--- src/rtl/intr_pkg.sv ---
package intr_pkg;
   // Fixed source ranks; the winning index reported is the rank itself.
   localparam int SRC_RESET   = 0;
   localparam int SRC_CLKMON  = 1;
   localparam int SRC_COP     = 2;
   localparam int SRC_ILLOP   = 3;
   localparam int SRC_SWI     = 4;
   localparam int SRC_XIRQ    = 5;
   localparam int SRC_IRQ     = 6;
   localparam int SRC_PERIPH0 = 7;
endpackage

--- src/rtl/intr_pad_cond.sv ---
module intr_pad_cond #(
   parameter int STAGES       = 2,
   parameter bit EDGE_CAPABLE = 1'b0
) (
   input  logic clk,
   input  logic rst_n,
   input  logic pad_n,
   input  logic edge_mode,
   input  logic ack,
   output logic active
);
   generate
      if (STAGES < 2) begin : g_bad_stages
         $error("intr_pad_cond: STAGES must be at least 2");
      end
   endgenerate

   logic [STAGES-1:0] sh;
   logic              synced;

   always_ff @(posedge clk or negedge rst_n) begin
      if (!rst_n) sh <= '1;
      else        sh <= {sh[STAGES-2:0], pad_n};
   end
   assign synced = sh[STAGES-1];

   generate
      if (EDGE_CAPABLE) begin : g_edge
         logic prev, pend, fall;
         assign fall = prev & ~synced;
         always_ff @(posedge clk or negedge rst_n) begin
            if (!rst_n) begin
               prev <= 1'b1;
               pend <= 1'b0;
            end else begin
               prev <= synced;
               pend <= edge_mode & (fall | (pend & ~ack));
            end
         end
         assign active = edge_mode ? (pend | fall) : ~synced;

         assert_pend_hold_R11: assert property (@(posedge clk) disable iff (!rst_n)
            (edge_mode && pend && !ack) |=> pend);
      end else begin : g_level
         logic unused_cfg;
         assign unused_cfg = edge_mode ^ ack;
         assign active     = ~synced;
      end
   endgenerate
endmodule

--- src/rtl/intr_mask_regs.sv ---
module intr_mask_regs #(
   parameter int N_MASKABLE = 15,
   parameter int PW         = 4
) (
   input  logic          clk,
   input  logic          rst_n,
   input  logic          mask_i,
   input  logic          x_wr,
   input  logic          x_wr_val,
   input  logic          promo_wr,
   input  logic [PW-1:0] promo_val,
   output logic          x_q,
   output logic [PW-1:0] promo_q
);
   generate
      if (N_MASKABLE > (1 << PW)) begin : g_bad_pw
         $error("intr_mask_regs: PW too narrow for N_MASKABLE");
      end
   endgenerate

   logic promo_ok;
   assign promo_ok = promo_wr & mask_i & (int'(promo_val) < N_MASKABLE);

   always_ff @(posedge clk or negedge rst_n) begin
      if (!rst_n) begin
         x_q     <= 1'b1;
         promo_q <= '0;
      end else begin
         if (x_wr && !x_wr_val) x_q <= 1'b0;
         if (promo_ok)          promo_q <= promo_val;
      end
   end

   assert_x_sticky_R4: assert property (@(posedge clk) disable iff (!rst_n)
      !x_q |=> !x_q);
   assert_promo_lock_R9: assert property (@(posedge clk) disable iff (!rst_n)
      !mask_i |=> $stable(promo_q));
endmodule

--- src/rtl/intr_prio_pick.sv ---
module intr_prio_pick
   import intr_pkg::*;
#(
   parameter int N_SRC      = 21,
   parameter int N_MASKABLE = 15,
   parameter int IDX_W      = 5,
   parameter int PW         = 4
) (
   input  logic [N_SRC-1:0] elig,
   input  logic [PW-1:0]    promo,
   output logic             hit,
   output logic [IDX_W-1:0] idx
);
   logic             hi_hit, lo_hit, promo_hit;
   logic [IDX_W-1:0] hi_idx, lo_idx, promo_idx;

   always_comb begin
      hi_hit = 1'b0;
      hi_idx = '0;
      for (int i = SRC_IRQ - 1; i >= 0; i--) begin
         if (elig[i]) begin
            hi_hit = 1'b1;
            hi_idx = IDX_W'(i);
         end
      end
      lo_hit = 1'b0;
      lo_idx = '0;
      for (int i = N_SRC - 1; i >= SRC_IRQ; i--) begin
         if (elig[i]) begin
            lo_hit = 1'b1;
            lo_idx = IDX_W'(i);
         end
      end
      promo_hit = 1'b0;
      for (int i = 0; i < N_MASKABLE; i++) begin
         if (PW'(i) == promo && elig[SRC_IRQ + i]) promo_hit = 1'b1;
      end
      promo_idx = IDX_W'(SRC_IRQ) + IDX_W'(promo);
   end

   assign hit = hi_hit | lo_hit;
   assign idx = hi_hit ? hi_idx : (promo_hit ? promo_idx : lo_idx);
endmodule

--- src/rtl/intr_resolver.sv ---
module intr_resolver
   import intr_pkg::*;
#(
   parameter int N_PERIPH         = 14,
   parameter int SYNC_STAGES      = 2,
   parameter bit IRQ_EDGE_CAPABLE = 1'b1,
   localparam int N_SRC      = SRC_PERIPH0 + N_PERIPH,
   localparam int N_MASKABLE = N_PERIPH + 1,
   localparam int IDX_W      = $clog2(N_SRC + 1),
   localparam int PW         = (N_MASKABLE > 1) ? $clog2(N_MASKABLE) : 1
) (
   input  logic                clk,
   input  logic                rst_n,
   input  logic                pad_reset_n,
   input  logic                fault_clkmon,
   input  logic                fault_cop,
   input  logic                illegal_op,
   input  logic                swi_req,
   input  logic                pad_xirq_n,
   input  logic                pad_irq_n,
   input  logic                irq_edge_mode,
   input  logic                irq_ack,
   input  logic [N_PERIPH-1:0] periph_req,
   input  logic [N_PERIPH-1:0] periph_en,
   input  logic                mask_i,
   input  logic                x_wr,
   input  logic                x_wr_val,
   input  logic                promo_wr,
   input  logic [PW-1:0]       promo_val,
   output logic                x_mask,
   output logic                req_valid,
   output logic [IDX_W-1:0]    req_index
);
   generate
      if (N_PERIPH < 1) begin : g_bad_periph
         $error("intr_resolver: N_PERIPH must be at least 1");
      end
   endgenerate

   localparam logic [IDX_W-1:0] IDLE_IDX = '1;

   logic             rst_act, xirq_act, irq_act;
   logic             x_q;
   logic [PW-1:0]    promo_q;
   logic [N_SRC-1:0] elig;
   logic             pick_hit;
   logic [IDX_W-1:0] pick_idx;

   intr_pad_cond #(.STAGES(SYNC_STAGES), .EDGE_CAPABLE(1'b0)) u_pad_reset (
      .clk(clk), .rst_n(rst_n), .pad_n(pad_reset_n),
      .edge_mode(1'b0), .ack(1'b0), .active(rst_act));

   intr_pad_cond #(.STAGES(SYNC_STAGES), .EDGE_CAPABLE(1'b0)) u_pad_xirq (
      .clk(clk), .rst_n(rst_n), .pad_n(pad_xirq_n),
      .edge_mode(1'b0), .ack(1'b0), .active(xirq_act));

   intr_pad_cond #(.STAGES(SYNC_STAGES), .EDGE_CAPABLE(IRQ_EDGE_CAPABLE)) u_pad_irq (
      .clk(clk), .rst_n(rst_n), .pad_n(pad_irq_n),
      .edge_mode(irq_edge_mode), .ack(irq_ack), .active(irq_act));

   intr_mask_regs #(.N_MASKABLE(N_MASKABLE), .PW(PW)) u_regs (
      .clk(clk), .rst_n(rst_n), .mask_i(mask_i),
      .x_wr(x_wr), .x_wr_val(x_wr_val),
      .promo_wr(promo_wr), .promo_val(promo_val),
      .x_q(x_q), .promo_q(promo_q));

   assign elig[SRC_RESET]  = rst_act;
   assign elig[SRC_CLKMON] = fault_clkmon;
   assign elig[SRC_COP]    = fault_cop;
   assign elig[SRC_ILLOP]  = illegal_op;
   assign elig[SRC_SWI]    = swi_req;
   assign elig[SRC_XIRQ]   = xirq_act & ~x_q;
   assign elig[SRC_IRQ]    = irq_act & ~mask_i;

   generate
      for (genvar k = 0; k < N_PERIPH; k++) begin : g_periph
         assign elig[SRC_PERIPH0 + k] = periph_req[k] & periph_en[k] & ~mask_i;
      end
   endgenerate

   intr_prio_pick #(.N_SRC(N_SRC), .N_MASKABLE(N_MASKABLE), .IDX_W(IDX_W), .PW(PW)) u_pick (
      .elig(elig), .promo(promo_q), .hit(pick_hit), .idx(pick_idx));

   always_ff @(posedge clk or negedge rst_n) begin
      if (!rst_n) begin
         req_valid <= 1'b0;
         req_index <= IDLE_IDX;
      end else begin
         req_valid <= pick_hit;
         req_index <= pick_hit ? pick_idx : IDLE_IDX;
      end
   end

   assign x_mask = x_q;

   assert_imask_R5: assert property (@(posedge clk) disable iff (!rst_n)
      mask_i |=> (!req_valid || req_index < IDX_W'(SRC_IRQ)));
   assert_xmask_R3: assert property (@(posedge clk) disable iff (!rst_n)
      x_mask |=> !(req_valid && req_index == IDX_W'(SRC_XIRQ)));
endmodule

--- config.mk ---
export PLATFORM = sky130hd
export DESIGN_NAME = intr_resolver
export DESIGN_NICKNAME = d
export VERILOG_FILES = /design/src/rtl/intr_pkg.sv /design/src/rtl/intr_pad_cond.sv /design/src/rtl/intr_mask_regs.sv /design/src/rtl/intr_prio_pick.sv /design/src/rtl/intr_resolver.sv
export SDC_FILE = /design/constraint.sdc
export NUM_CORES = 1
export LEC_CHECK = 0
export ABC_CLOCK_PERIOD_IN_PS = 5600
export CORE_UTILIZATION = 45
export DETAILED_ROUTE_END_ITERATION = 10
export PLACE_DENSITY = 0.83
export SLEW_MARGIN = 15
export SYNTH_ARGS = -nofsm -noshare
export SYNTH_HDL_FRONTEND = slang
export SYNTH_SLANG_ARGS = --single-unit
--- constraint.sdc ---
create_clock -name clk -period 5.6 [get_ports clk]
set_input_delay 0.84 -clock clk [delete_from_list [all_inputs] [get_ports clk]]
set_output_delay 0.84 -clock clk [all_outputs]
set_load 0.02 [all_outputs]
After elaboration in Yosys (flattened, before gate mapping)
Index checks and enable logic that the tools add are counted.
{ "word_totals": {"regBits": 19, "inputBits": 47, "output_inout_bits": 7, "elab_cells": 147} }
{ "classes": {"add_sub_neg": 1, "magnitude_cmp": 1, "eq_ne": 14, "mux": 61, "bitwise": 43, "reduce_logical": 18} }
{ "ops": {"columns": ["operator", "count"], "rows": [
  ["5-bit 2-to-1 mux", 18],
  ["1-bit 2-to-1 mux", 37],
  ["1-bit bitwise AND", 35],
  ["4-bit equality test, first input constant", 7],
  ["3-bit 2-to-1 mux", 6],
  ["3-bit by 4-bit equality test with 1-bit output, first input constant", 4],
  ["1-bit logical AND", 16],
  ["2-bit by 4-bit equality test with 1-bit output, first input constant", 2],
  ["3-bit by 4-bit adder with 5-bit output, first input constant", 1],
  ["1-bit inverter", 5],
  ["1-bit by 4-bit equality test with 1-bit output, first input constant", 1],
  ["4-bit logical NOT", 1],
  ["4-bit less-than comparator, second input constant", 1],
  ["1-bit bitwise OR", 3],
  ["1-bit logical NOT", 1]
]} }

Logic depth before layout (Yosys ltp)
Gate-level depths: netlist (run 1).
{ "logic_depth": {"ltp_word": 24, "ltp_mapped": 7, "mapped_depth_nobuf": 6} }

Hierarchy
From an unflattened synthesis (run 1), not the netlist that was laid out.
{ "unflattened": {"hier_cells": 154, "hier_area_um2": 1445.1} }
{ "by_module_without_submodules": {"columns": ["mod", "n_inst", "cells_per_inst", "area_each_um2"], "rows": [
  ["intr_prio_pick", 1, 89, 604.3],
  ["intr_resolver", 1, 29, 341.6],
  ["intr_mask_regs", 1, 20, 244.0],
  ["intr_pad_cond at u_pad_irq", 1, 10, 142.6],
  ["intr_pad_cond at u_pad_reset ...", 2, 3, 56.3]
]} }

Worst setup path after synthesis (run 1)
Ideal clock, no wire load.
{ "synth_path": {"path_type": "input port to flip-flop", "from": "input port mask_i", "to": "register req_index[1]", "setup_time_ps": 78, "arrival_time_ps": 2143, "required_ps": 5522, "setup_slack_ps": 3378, "stages": 7, "cell_sequence": "buf_2 or3_1 a31oi_1 a41oi_2 o2111ai_2 or3_1 a31o_1"} }
{ "synth_between": {"elab_chain_len": 21, "elab_cells_between_ends": 79, "cone_classes": "mux (47); bitwise (17); reduce/logical (15)"} }
{ "synth_rtl": {"columns": ["element", "line", "source"], "rows": [
  ["from (decl)", "intr_resolver.sv:25", "input logic mask_i,"],
  ["1-bit inverter (*)", "intr_resolver.sv:73, intr_resolver.sv:77", null],
  ["1-bit bitwise AND", "intr_resolver.sv:73", "assign elig[SRC_IRQ] = irq_act & ~mask_i;"],
  ["1-bit logical AND", "intr_prio_pick.sv:36", "if (PW'(i) == promo && elig[SRC_IRQ + i]) promo_hit = 1'b1;"],
  ["1-bit 2-to-1 mux (15 in a row)", "intr_prio_pick.sv:36", null],
  ["5-bit 2-to-1 mux (2 in a row)", "intr_prio_pick.sv:42", "assign idx = hi_hit ? hi_idx : (promo_hit ? promo_idx : lo_idx);"],
  ["5-bit 2-to-1 mux (*)", "intr_resolver.sv:90", "req_index <= pick_hit ? pick_idx : IDLE_IDX;"],
  ["to (signal assigned)", "intr_resolver.sv:90", null],
  ["to (decl)", "intr_resolver.sv:32", "output logic [IDX_W-1:0] req_index"]
]} }
Mark *: on every way between the ends. The rest lies on a longest branch, timed or not.
A chain may end at the register's enable or synchronous reset.

Final worst setup path (run 1)
Same ends and word-level chain as after synthesis.

==> metrics.yaml, run 1 <==
job:
  maxCapViolCount: 0
worst_setup_path:
  critical_path.top_delay_family: "buffers and inverters"
  critPathKind: "primary input to flip-flop"
  critical-path-top-cell-by-count: "sky130_fd_sc_hd__or3_1"
  timing.rr.end: "req_index[1]"
  crit_path_start_kind: "primary input"
  critPathRequiredTime_ns: 5.83
  crit_buf_inv: 1
  critical_path_at_ns: 3.07
  reg2reg_from: "u_regs.promo_q[0]"
  crit_chain: "clkdlybuf4s50_1 -> or3_1 -> a31oi_1 -> a41oi_2 -> o2111ai_2 -> or3_1 -> a31o_1"
  r2r_cells: 6
  cp_max_fo: 19
  end_kind: "flip-flop"
  cp_slowest_stage_delay_ns: 0.85
  slowest_stage: "sky130_fd_sc_hd__clkdlybuf4s50_1"
  setup.reg_to_reg.worst_slack_ns: 3.40
global_routing:
  global_route.usage.met3_pct: 4.61
  grt.total_usage_pct: 23.5
  largest_net_degree_at_the_start_of_global_routing: 20
  grt_use_met2_pct: 41.7
  gr-max-usage-layer: "met2"
  antenna_violations_before_repair: 0
  grt.overflow.total: 0
  wire_length_of_the_first_global_routing_pass_um: 6000
  groute.layer.met1.usage_pct: 28.7
  vias_in_the_first_global_route: 1427
timing:
  worstMarginPinSlew_ns: 0.791
  maxSlewViolCount: 0
  final.setup.worst_slack_ns: 2.76
  unrepaired_setup_endpoints_after_global_routing: "false"
  clock_skew_ns: 0.00246
  totalNegativeSetupSlack_ns: 0
  final-setup-viol-count: 0
  slew_headroom_pct: 47.1
  achievable-frequency_ghz: 0.352
  final.min_clock_period_ns: 2.84
  final.period_utilization_pct: 50.8
  timing.final.hold_violations: 0
cells_and_area:
  finalNetCount: 252
  antenna_cells: 0
  layout.cell_area.non_filler_um2: 1890
  areaGrowthSynthToFinish_pct: 41.9
  layoutNonFillerInstCount: 234
  drive_above_1_share_pct: 11.8
power_and_ir_drop:
  power.density_nw_per_um2: 183
  ir_worst_vdd_mv: 0.245
  power.static_leakage_nw: 0.701
  fin_total_pwr_mw: 0.347
synthesis:
  synth_top_flop_cell: "sky130_fd_sc_hd__dfstp_2"
  synth.area.mux_share_pct: 2.44
  synthAdderAreaFrac_pct: 0.940
  synth_top_family_by_area: "compound AO/OA/AOI/OAI gates"
  synth_instances: 152
  synthesized_area_fraction_occupied_by_and_or_nand_nor_cells_pct: 24.2
  synth.ff_latch_count: 19
  synth_xor_xnor_area_share_pct: 0.658
  synth_sequential_area_ratio_pct: 36.9
  synth-edff-count: 0
  yosysUniqueCellTypes: 51
  syn_avg_cell_area_um2: 8.76
  synth_compound_gate_area_share_pct: 30.3
  postSynth.asyncResetShare_pct: 100
  syn_nets: 200
  ys.warnings.count: 0
  synth.cell_area_um2: 1330
place:
  place_ws_ns: 2.49
  placed_cells: 230
  hpwl_um: 2780
  portBuffers: 53
  gp_congestion: 0.904
  placed_area_um2: 1860
min_path:
  holdCritStartpoint: "u_pad_xirq.sh[0]"
  worstHoldPathCells: 0
  hold_class: "flip-flop to flip-flop"
  worst_hold_path_ep: "u_pad_xirq.sh[1]"
die:
  floorplan.core_area_um2: 2780
  die_w_um: 56.4
  die_h_um: 56.4
  std_cell_rows: 19
  top_level_i_o_count: 54
  dieArea_um2: 3180
  initial_utilization_pct: 47.9
clock_network:
  cts_sinks: 19
  cts_max_level: 1
  post_cts_resized: 0
  tritoncts: "yes"
  cts_root_buffer: "sky130_fd_sc_hd__clkbuf_4"
  max-clock-path-buffers: 2
  clk_pin_slew_ns: 0.10
  post_cts.repair.setup_buffers: 0
  hold_buffers: 0
  insertion_delay_ns: 0.29
  tritoncts.num_buffers: 3
detailed_routing:
  route.detailed.drc: 0
  via_count: 1453
  dr.pass1.iters: 4
  routed_wl_um: 3480
  detail-route-antenna-nets: 0
  drt_iter0_drc: 55
  drt-vias-per-instance: 6.21
  detail_route.wl_per_cell_um: 14.9
run_status:
  status: "complete, no violations"
[where the power goes]
group	internal, mW	switching [mW]
Combinational	0.0619	0.0515
Clock	0.0265	0.0400
Sequential	0.149	0.0176
[worst max-delay path by stage]
stage,slack [ns],cells after the start,endpoint,start
after floorplan,3.38,7,req_index[1],mask_i
after global placement,2.57,7,req_index[1],mask_i
after detailed placement,2.49,7,req_index[1],mask_i
after CTS,2.79,7,req_index[1],mask_i
after global routing,2.57,7,req_index[1],mask_i
final,2.76,7,req_index[1],mask_i
[routing by layer]
layer | wire length, um | up-vias
met3 | 168 | 10
li1 | - | 690
met4 | 57 | 0
met2 | 1800 | 70
met5 | 0 | -
met1 | 1460 | 683
[registers in the layout (all words and copies together), names as in the netlist, 2 cells and up]
register        cells
req_index           5
u_regs.promo_q      4
u_pad_irq.sh        2
u_pad_reset.sh      2
u_pad_xirq.sh       2
[placed cells by master (no fill, tap or decap), types with 4 or more instances in the layout]
master / n
sky130_fd_sc_hd__o21ai_0: 7
sky130_fd_sc_hd__dfstp_2: 13
sky130_fd_sc_hd__a41oi_1: 4
sky130_fd_sc_hd__nor2_1: 13
sky130_fd_sc_hd__nand2_1: 21
sky130_fd_sc_hd__a21oi_1: 4
sky130_fd_sc_hd__clkdlybuf4s50_1: 53
sky130_fd_sc_hd__a22oi_1: 6
sky130_fd_sc_hd__dfrtp_1: 6
sky130_fd_sc_hd__a211oi_1: 4
sky130_fd_sc_hd__nand4_1: 4
sky130_fd_sc_hd__inv_1: 5
[area by class of cell]
class,count,area [um2]
Clock buffer,3,22.5
Clock inverter,1,5.00
Fill cell,218,892
Inverter,6,22.5
Multi-Input combinational cell,121,778
Sequential cell,19,492
Tap cell,31,38.8
Timing Repair Buffer,53,531
[metrics by stage]
stage,util (%),hold WS [ns]
global route,67.9,0.375
floorplan,-,0.345
global placement,66.9,0.346
finish,67.9,0.360
CTS,67.9,0.370
detailed placement,66.9,0.350
[Yosys cell counts (2+ instances only)]
cell type | number | share of area, %
sky130_fd_sc_hd__a211oi_1 | 4 | 2.3
sky130_fd_sc_hd__a21boi_0 | 2 | 1.1
sky130_fd_sc_hd__a21oi_1 | 4 | 1.5
sky130_fd_sc_hd__a22oi_1 | 6 | 3.4
sky130_fd_sc_hd__a31oi_1 | 3 | 1.4
sky130_fd_sc_hd__a41oi_1 | 4 | 2.6
sky130_fd_sc_hd__and2_1 | 2 | 0.94
sky130_fd_sc_hd__buf_2 | 4 | 1.5
sky130_fd_sc_hd__dfrtp_1 | 6 | 11
sky130_fd_sc_hd__dfstp_2 | 13 | 26
sky130_fd_sc_hd__inv_1 | 5 | 1.4
sky130_fd_sc_hd__mux2_2 | 2 | 1.7
sky130_fd_sc_hd__nand2_1 | 21 | 5.9
sky130_fd_sc_hd__nand3_1 | 3 | 1.1
sky130_fd_sc_hd__nand4_1 | 4 | 1.9
sky130_fd_sc_hd__nand4b_1 | 3 | 2.0
sky130_fd_sc_hd__nor2_1 | 13 | 3.7
sky130_fd_sc_hd__nor3_1 | 3 | 1.1
sky130_fd_sc_hd__o2111ai_1 | 3 | 2.0
sky130_fd_sc_hd__o211ai_1 | 3 | 1.7
sky130_fd_sc_hd__o21a_1 | 2 | 1.1
sky130_fd_sc_hd__o21ai_0 | 7 | 2.6
sky130_fd_sc_hd__o22a_1 | 2 | 1.3
sky130_fd_sc_hd__o22ai_1 | 3 | 1.4
sky130_fd_sc_hd__or2b_1 | 2 | 1.1
sky130_fd_sc_hd__or3_1 | 3 | 1.4
[logic make-up after synthesis]
logic type / count (synthesis)
multiplexers: 3
flip-flops: 19
adder cells (fa/ha/maj): 1
buffers and inverters: 12
AND/OR/NAND/NOR: 63
XOR/XNOR: 1
AO/OA/AOI/OAI: 53
[worst register-to-register path, stage by stage (launching register included)]
cell                        delay (ns)
sky130_fd_sc_hd__dfrtp_1          0.62
sky130_fd_sc_hd__or2b_1           0.22
sky130_fd_sc_hd__o22ai_1          0.09
sky130_fd_sc_hd__o2111ai_1        0.27
sky130_fd_sc_hd__o2111ai_2        0.26
sky130_fd_sc_hd__or3_1            0.44
sky130_fd_sc_hd__a31o_1           0.23
Power figures use the tool's default switching activity.
==> run 2, diff against run 1 <==
- ABC_CLOCK_PERIOD_IN_PS: 5600 -> 2800
- CORE_UTILIZATION: 45 -> 43
- PLACE_DENSITY: 0.83 -> 0.8
- clock period: 5.6 -> 2.8 ns (I/O delays scaled with it)
==> metrics.yaml, run 2 (synthesized netlist as in run 1, its figures left out) <==
run_status:
  status: "finished, violations left"
  failed_checks: "DRC"
cells_and_area:
  antenna_cells: 0  # unchanged
  multiInputGateArea_um2: 778  # unchanged
  regArea_um2: 492  # unchanged
  biggestRegsByFlops: "req_index (5), u_regs.promo_q (4)"
  largest_register: "req_index"
  mostFrequentLayoutCells: "53 x sky130_fd_sc_hd__clkdlybuf4s50_1, 21 x sky130_fd_sc_hd__nand2_1, 13 x sky130_fd_sc_hd__nor2_1, 13 x sky130_fd_sc_hd__dfstp_2, 7 x sky130_fd_sc_hd__o21ai_0"
  layout.cells.most_common: "sky130_fd_sc_hd__clkdlybuf4s50_1"
  drive_above_1_share_pct: 12.6  # +0.80 points
  layoutNonFillerInstCount: 237  # +1.3%
  fillCellCount: 234  # +7.3%
  finalNetCount: 255  # +1.2%
  largest_register_ff_count: 5  # unchanged
  areaGrowthSynthToFinish_pct: 43.5
clock_network:
  tritoncts.num_buffers: 3  # unchanged
  insertion_delay_ns: 0.29  # about the same
  cts_max_level: 1  # unchanged
  clk_pin_slew_ns: 0.11  # about the same
  post_cts.repair.setup_buffers: 0  # unchanged
  tritoncts: "yes"
  cts_root_buffer: "sky130_fd_sc_hd__clkbuf_4"
  max-clock-path-buffers: 2  # unchanged
  cts_sinks: 19  # unchanged
  hold_buffers: 0  # unchanged
  post_cts_resized: 0  # unchanged
worst_setup_path:
  crit_path_start_kind: "flip-flop"
  critPathKind: "flip-flop to flip-flop"
  end_kind: "flip-flop"
  critical_path_at_ns: 2.45  # -0.62 ns
  cp_max_fo: 14  # -5
  critPathRequiredTime_ns: 3.04  # -2.79 ns
detailed_routing:
  dr.pass1.iters: 7  # +3
  drt_iter0_drc: 54  # -1.8%
  via_count: 1461  # +0.55%
  detail_route.wl_per_cell_um: 16.2  # +8.7%
  detail-route-antenna-nets: 0  # unchanged
  route.detailed.drc: 2  # +2
  drt-vias-per-instance: 6.16  # -0.72%
  routed_wl_um: 3830  # +10%
global_routing:
  vias_in_the_first_global_route: 1466  # +2.7%
  grt.overflow.total: 0  # unchanged
  antenna_violations_before_repair: 0  # unchanged
  wire_length_of_the_first_global_routing_pass_um: 6220  # +3.5%
  largest_net_degree_at_the_start_of_global_routing: 20  # unchanged
  grt.total_usage_pct: 24.3  # +0.79 points
die:
  die_w_um: 57.6  # +2.2%
  initial_utilization_pct: 46.7  # -1.2 points
  std_cell_rows: 19  # unchanged
  die_h_um: 57.6  # +2.2%
  floorplan.core_area_um2: 2850  # +2.6%
  dieArea_um2: 3320  # +4.5%
  top_level_i_o_count: 54  # unchanged
timing:
  worstMarginPinSlew_ns: 0.830  # +0.0390 ns
  slew_headroom_pct: 44.5  # -2.6 points
  final.period_utilization_pct: 79.1
  unrepaired_setup_endpoints_after_global_routing: "false"
  final.min_clock_period_ns: 2.21
  maxSlewViolCount: 0  # unchanged
  final-setup-viol-count: 0  # unchanged
  achievable-frequency_ghz: 0.452
  clock_skew_ns: 0.000464  # -0.00199 ns
  timing.final.hold_violations: 0  # unchanged
  timing.hold.ws_ns: 0.362  # +0.00202 ns
  totalNegativeSetupSlack_ns: 0  # unchanged
place:
  hpwl_um: 3140  # +13%
  gp_congestion: 0.821  # -9.2%
  portBuffers: 53  # unchanged
  placed_cells: 233  # +1.3%
power_and_ir_drop:
  fin_total_pwr_mw: 0.707  # +100%
  power.density_nw_per_um2: 370  # +100%
  ir_worst_vdd_mv: 0.366  # +49%
  power.static_leakage_nw: 0.714  # +1.8%
min_path:
  hold_class: "flip-flop to flip-flop"
job:
  maxCapViolCount: 0  # unchanged
[run 2: critical path: stages, from the launching register on]
cell and delay [ns]:
sky130_fd_sc_hd__dfrtp_1 0.62, sky130_fd_sc_hd__or2b_1 0.23, sky130_fd_sc_hd__o22ai_1 0.09, sky130_fd_sc_hd__o2111ai_1 0.29
sky130_fd_sc_hd__o2111ai_2 0.28, sky130_fd_sc_hd__or3_1 0.43, sky130_fd_sc_hd__a31o_1 0.22
[run 2: per-stage QoR]
step           cell area (um2)  setup slack (ns)  util [%]
6_report                  1910             0.587      67.0
5_1_grt                   1910             0.447      67.0
4_1_cts                   1910             0.608      67.0
3_5_place_dp              1880             0.332      66.1
3_3_place_gp              1880             0.398      66.1
2_1_floorplan             1330             0.998         -
[run 2: final timing paths]
kind / startpoint / end / depth (start not counted) / slack (ns)
worst min register to register: u_pad_irq.sh[0] / u_pad_irq.sh[1] / 0 / 0.36
max in group asynchronous: rst_n / u_pad_irq.g_edge.pend / 1 / 1.70
worst max-delay path: u_regs.promo_q[0] / req_index[1] / 6 / 0.59
min in group asynchronous: rst_n / req_valid / 1 / 0.59
worst min-delay path: u_pad_irq.sh[0] / u_pad_irq.sh[1] / 0 / 0.36
worst max register to register: u_regs.promo_q[0] / req_index[1] / 6 / 0.59
[run 2: layout make-up]
class	count	share of cell area [%]
multi-input cells	121	40.7
clock buffers	4	1.38
inverters	6	1.18
well taps	31	2.03
repair buffers	56	28.9
flip-flops and latches	19	25.7
[run 2: report_power, final]
| group | internal (mW) | switching, mW |
|---|---|---|
| clock network | 0.0554 | 0.0843 |
| registers | 0.298 | 0.0356 |
| logic | 0.126 | 0.107 |
| total | 0.480 | 0.227 |
[run 2: metal layers]
layer	vias up	GRT usage, %	share of wire (%)
li1	700	-	-
met1	691	29.2	42
met2	60	44.4	50
met3	10	4.46	5.9
met4	0	6.27	1.7
met5	-	0	0
==> run 3, diff against run 2 <==
- ABC_CLOCK_PERIOD_IN_PS: 2800 -> 2200
- clock period: 2.8 -> 2.2 ns (I/O delays scaled with it)
==> metrics.yaml, run 3 (synthesized netlist as in run 1, its figures left out) <==
timing:
  final-setup-viol-count: 0  # unchanged
  final.setup.worst_slack_ns: 0.150  # -0.437 ns
  timing.hold.ws_ns: 0.356  # -0.00570 ns
  final.period_utilization_pct: 93.2  # +14 points
  final.min_clock_period_ns: 2.05  # -0.163 ns
  unrepaired_setup_endpoints_after_global_routing: "false"
  slew_headroom_pct: 70.6  # +26 points
  maxSlewViolCount: 0  # unchanged
  timing.final.hold_violations: 0  # unchanged
  worstMarginPinSlew_ns: 0.442  # -0.389 ns
  clock_skew_ns: 0.00680  # +0.00634 ns
  achievable-frequency_ghz: 0.488  # +8.0%
cells_and_area:
  mostFrequentLayoutCells: "53 x sky130_fd_sc_hd__clkdlybuf4s50_1, 21 x sky130_fd_sc_hd__nand2_1, 13 x sky130_fd_sc_hd__nor2_1, 13 x sky130_fd_sc_hd__dfstp_2, 8 x sky130_fd_sc_hd__buf_4"
  antenna_cells: 0  # unchanged
  areaGrowthSynthToFinish_pct: 46.3
  fillCellCount: 234  # unchanged
  biggestRegsByFlops: "req_index (5), u_regs.promo_q (4)"
  largest_register: "req_index"
  largest_register_ff_count: 5  # unchanged
  layout.cell_area.non_filler_um2: 1950  # +2.0%
  finalNetCount: 260  # +2.0%
  layout.cells.most_common: "sky130_fd_sc_hd__clkdlybuf4s50_1"
  fin_util_pct: 68.3  # +1.3 points
  drive_above_1_share_pct: 14.7  # +2.1 points
run_status:
  status: "finished, violations left"
  failed_checks: "DRC"
worst_setup_path:
  critical_path_at_ns: 2.29  # -0.16 ns
  critPathRequiredTime_ns: 2.44  # -0.60 ns
  crit_buf_inv: 0  # unchanged
  cp_slowest_stage_delay_ns: 0.55  # -0.07 ns
  cp_max_fo: 14  # unchanged
  crit_path_start_kind: "flip-flop"
  critPathKind: "flip-flop to flip-flop"
  crit_chain: "or2b_1 -> o22ai_1 -> o2111ai_1 -> o2111ai_2 -> or3_1 -> a31o_1"
  end_kind: "flip-flop"
  reg2reg_from: "u_regs.promo_q[1]"
  critical_path.top_delay_family: "compound AO/OA/AOI/OAI gates"
  slowest_stage: "sky130_fd_sc_hd__dfrtp_1"
  timing.rr.end: "req_index[1]"
  r2r_cells: 6  # unchanged
  crit_cells: 6  # unchanged
  worstSetupStartpoint: "u_regs.promo_q[1]"
  setup.reg_to_reg.worst_slack_ns: 0.15  # -0.44 ns
  worst_setup_path_endpoint: "req_index[1]"
power_and_ir_drop:
  power.density_nw_per_um2: 467  # +26%
  ir_worst_vdd_mv: 0.479  # +31%
  power.static_leakage_nw: 0.738  # +3.4%
die:
  die_w_um: 57.6  # unchanged
  floorplan.core_area_um2: 2850  # unchanged
  std_cell_rows: 19  # unchanged
  initial_utilization_pct: 46.7  # unchanged
  die_h_um: 57.6  # unchanged
  top_level_i_o_count: 54  # unchanged
  dieArea_um2: 3320  # unchanged
clock_network:
  tritoncts: "yes"
  tritoncts.num_buffers: 3  # unchanged
  hold_buffers: 0  # unchanged
  insertion_delay_ns: 0.30  # about the same
  post_cts_resized: 0  # unchanged
  cts_sinks: 19  # unchanged
  max-clock-path-buffers: 2  # unchanged
  post_cts.repair.setup_buffers: 0  # unchanged
  cts_max_level: 1  # unchanged
  clk_pin_slew_ns: 0.11  # about the same
  cts_root_buffer: "sky130_fd_sc_hd__clkbuf_4"
detailed_routing:
  detail_route.wl_per_cell_um: 15.1  # -6.6%
  via_count: 1449  # -0.82%
  drt_iter0_drc: 33  # -39%
  route.detailed.drc: 2  # unchanged
  detail-route-antenna-nets: 0  # unchanged
  dr.pass1.iters: 8  # +1
  routed_wl_um: 3650  # -4.6%
  drt-vias-per-instance: 5.99  # -2.9%
min_path:
  hold_class: "primary input to asynchronous set/reset pin"
job:
  maxCapViolCount: 0  # unchanged
place:
  placed_area_um2: 1920  # +2.0%
  hpwl_um: 3060  # -2.6%
  portBuffers: 53  # unchanged
  gp_congestion: 0.865  # +5.4%
  place_ws_ns: -0.00834  # -0.340 ns
global_routing:
  antenna_violations_before_repair: 0  # unchanged
  vias_in_the_first_global_route: 1414  # -3.5%
  largest_net_degree_at_the_start_of_global_routing: 20  # unchanged
  grt.overflow.total: 0  # unchanged
  wire_length_of_the_first_global_routing_pass_um: 6090  # -2.0%
  grt.total_usage_pct: 23.7  # -0.60 points
## run 3: cell types whose count changed in the layout (fill, tap and decap cells not counted), sizes merged
cell / before / now
buf: 3 / 8
## run 3: layer usage
| metal | global-route usage (%) | routed length, um | vias to the layer above |
|---|---|---|---|
| met5 | 0 | 0 | - |
| met1 | 30.0 | 1570 | 686 |
| met4 | 2.79 | 9 | 0 |
| met2 | 42.9 | 1880 | 51 |
| li1 | - | - | 710 |
| met3 | 4.69 | 193 | 2 |
## run 3: final cells by class
type / instances / area (um2) / share of cell area [%]
Timing Repair Buffer: 61 / 591 / 30.3
Tap cell: 31 / 38.8 / 1.99
Sequential cell: 19 / 492 / 25.2
Inverter: 6 / 22.5 / 1.16
Clock buffer: 4 / 26.3 / 1.35
Multi-Input combinational cell: 121 / 778 / 39.9
## run 3: worst min path at each step
stage | slack (ns) | cells after the start | end
after global placement | 0.35 | 0 | u_pad_reset.sh[1]
after floorplan | 0.03 | 0 | req_valid
after global routing | 0.37 | 0 | u_pad_reset.sh[1]
after detailed placement | 0.35 | 0 | u_pad_reset.sh[1]
final | 0.36 | 2 | req_valid
after CTS | 0.36 | 0 | u_pad_reset.sh[1]
## run 3: through the flow
step	power, mW	TNS (ns)	instances
final	0.910	0	242
after global routing	0.959	0	242
after CTS	0.911	0	242
after detailed placement	0.738	-0.0104	238
after global placement	0.731	0	238
after floorplan	0.577	0	152
## run 3: where the power goes
part,total [mW],switching (mW),internal [mW]
clock network,0.176,0.105,0.0706
logic,0.317,0.143,0.174
registers,0.417,0.0377,0.380
## run 3: worst register-to-register path, cell delays in order, from the launching register on
cell	delay (ns)
sky130_fd_sc_hd__dfrtp_1	0.55
sky130_fd_sc_hd__or2b_1	0.29
sky130_fd_sc_hd__o22ai_1	0.09
sky130_fd_sc_hd__o2111ai_1	0.29
sky130_fd_sc_hd__o2111ai_2	0.17
sky130_fd_sc_hd__or3_1	0.38
sky130_fd_sc_hd__a31o_1	0.23
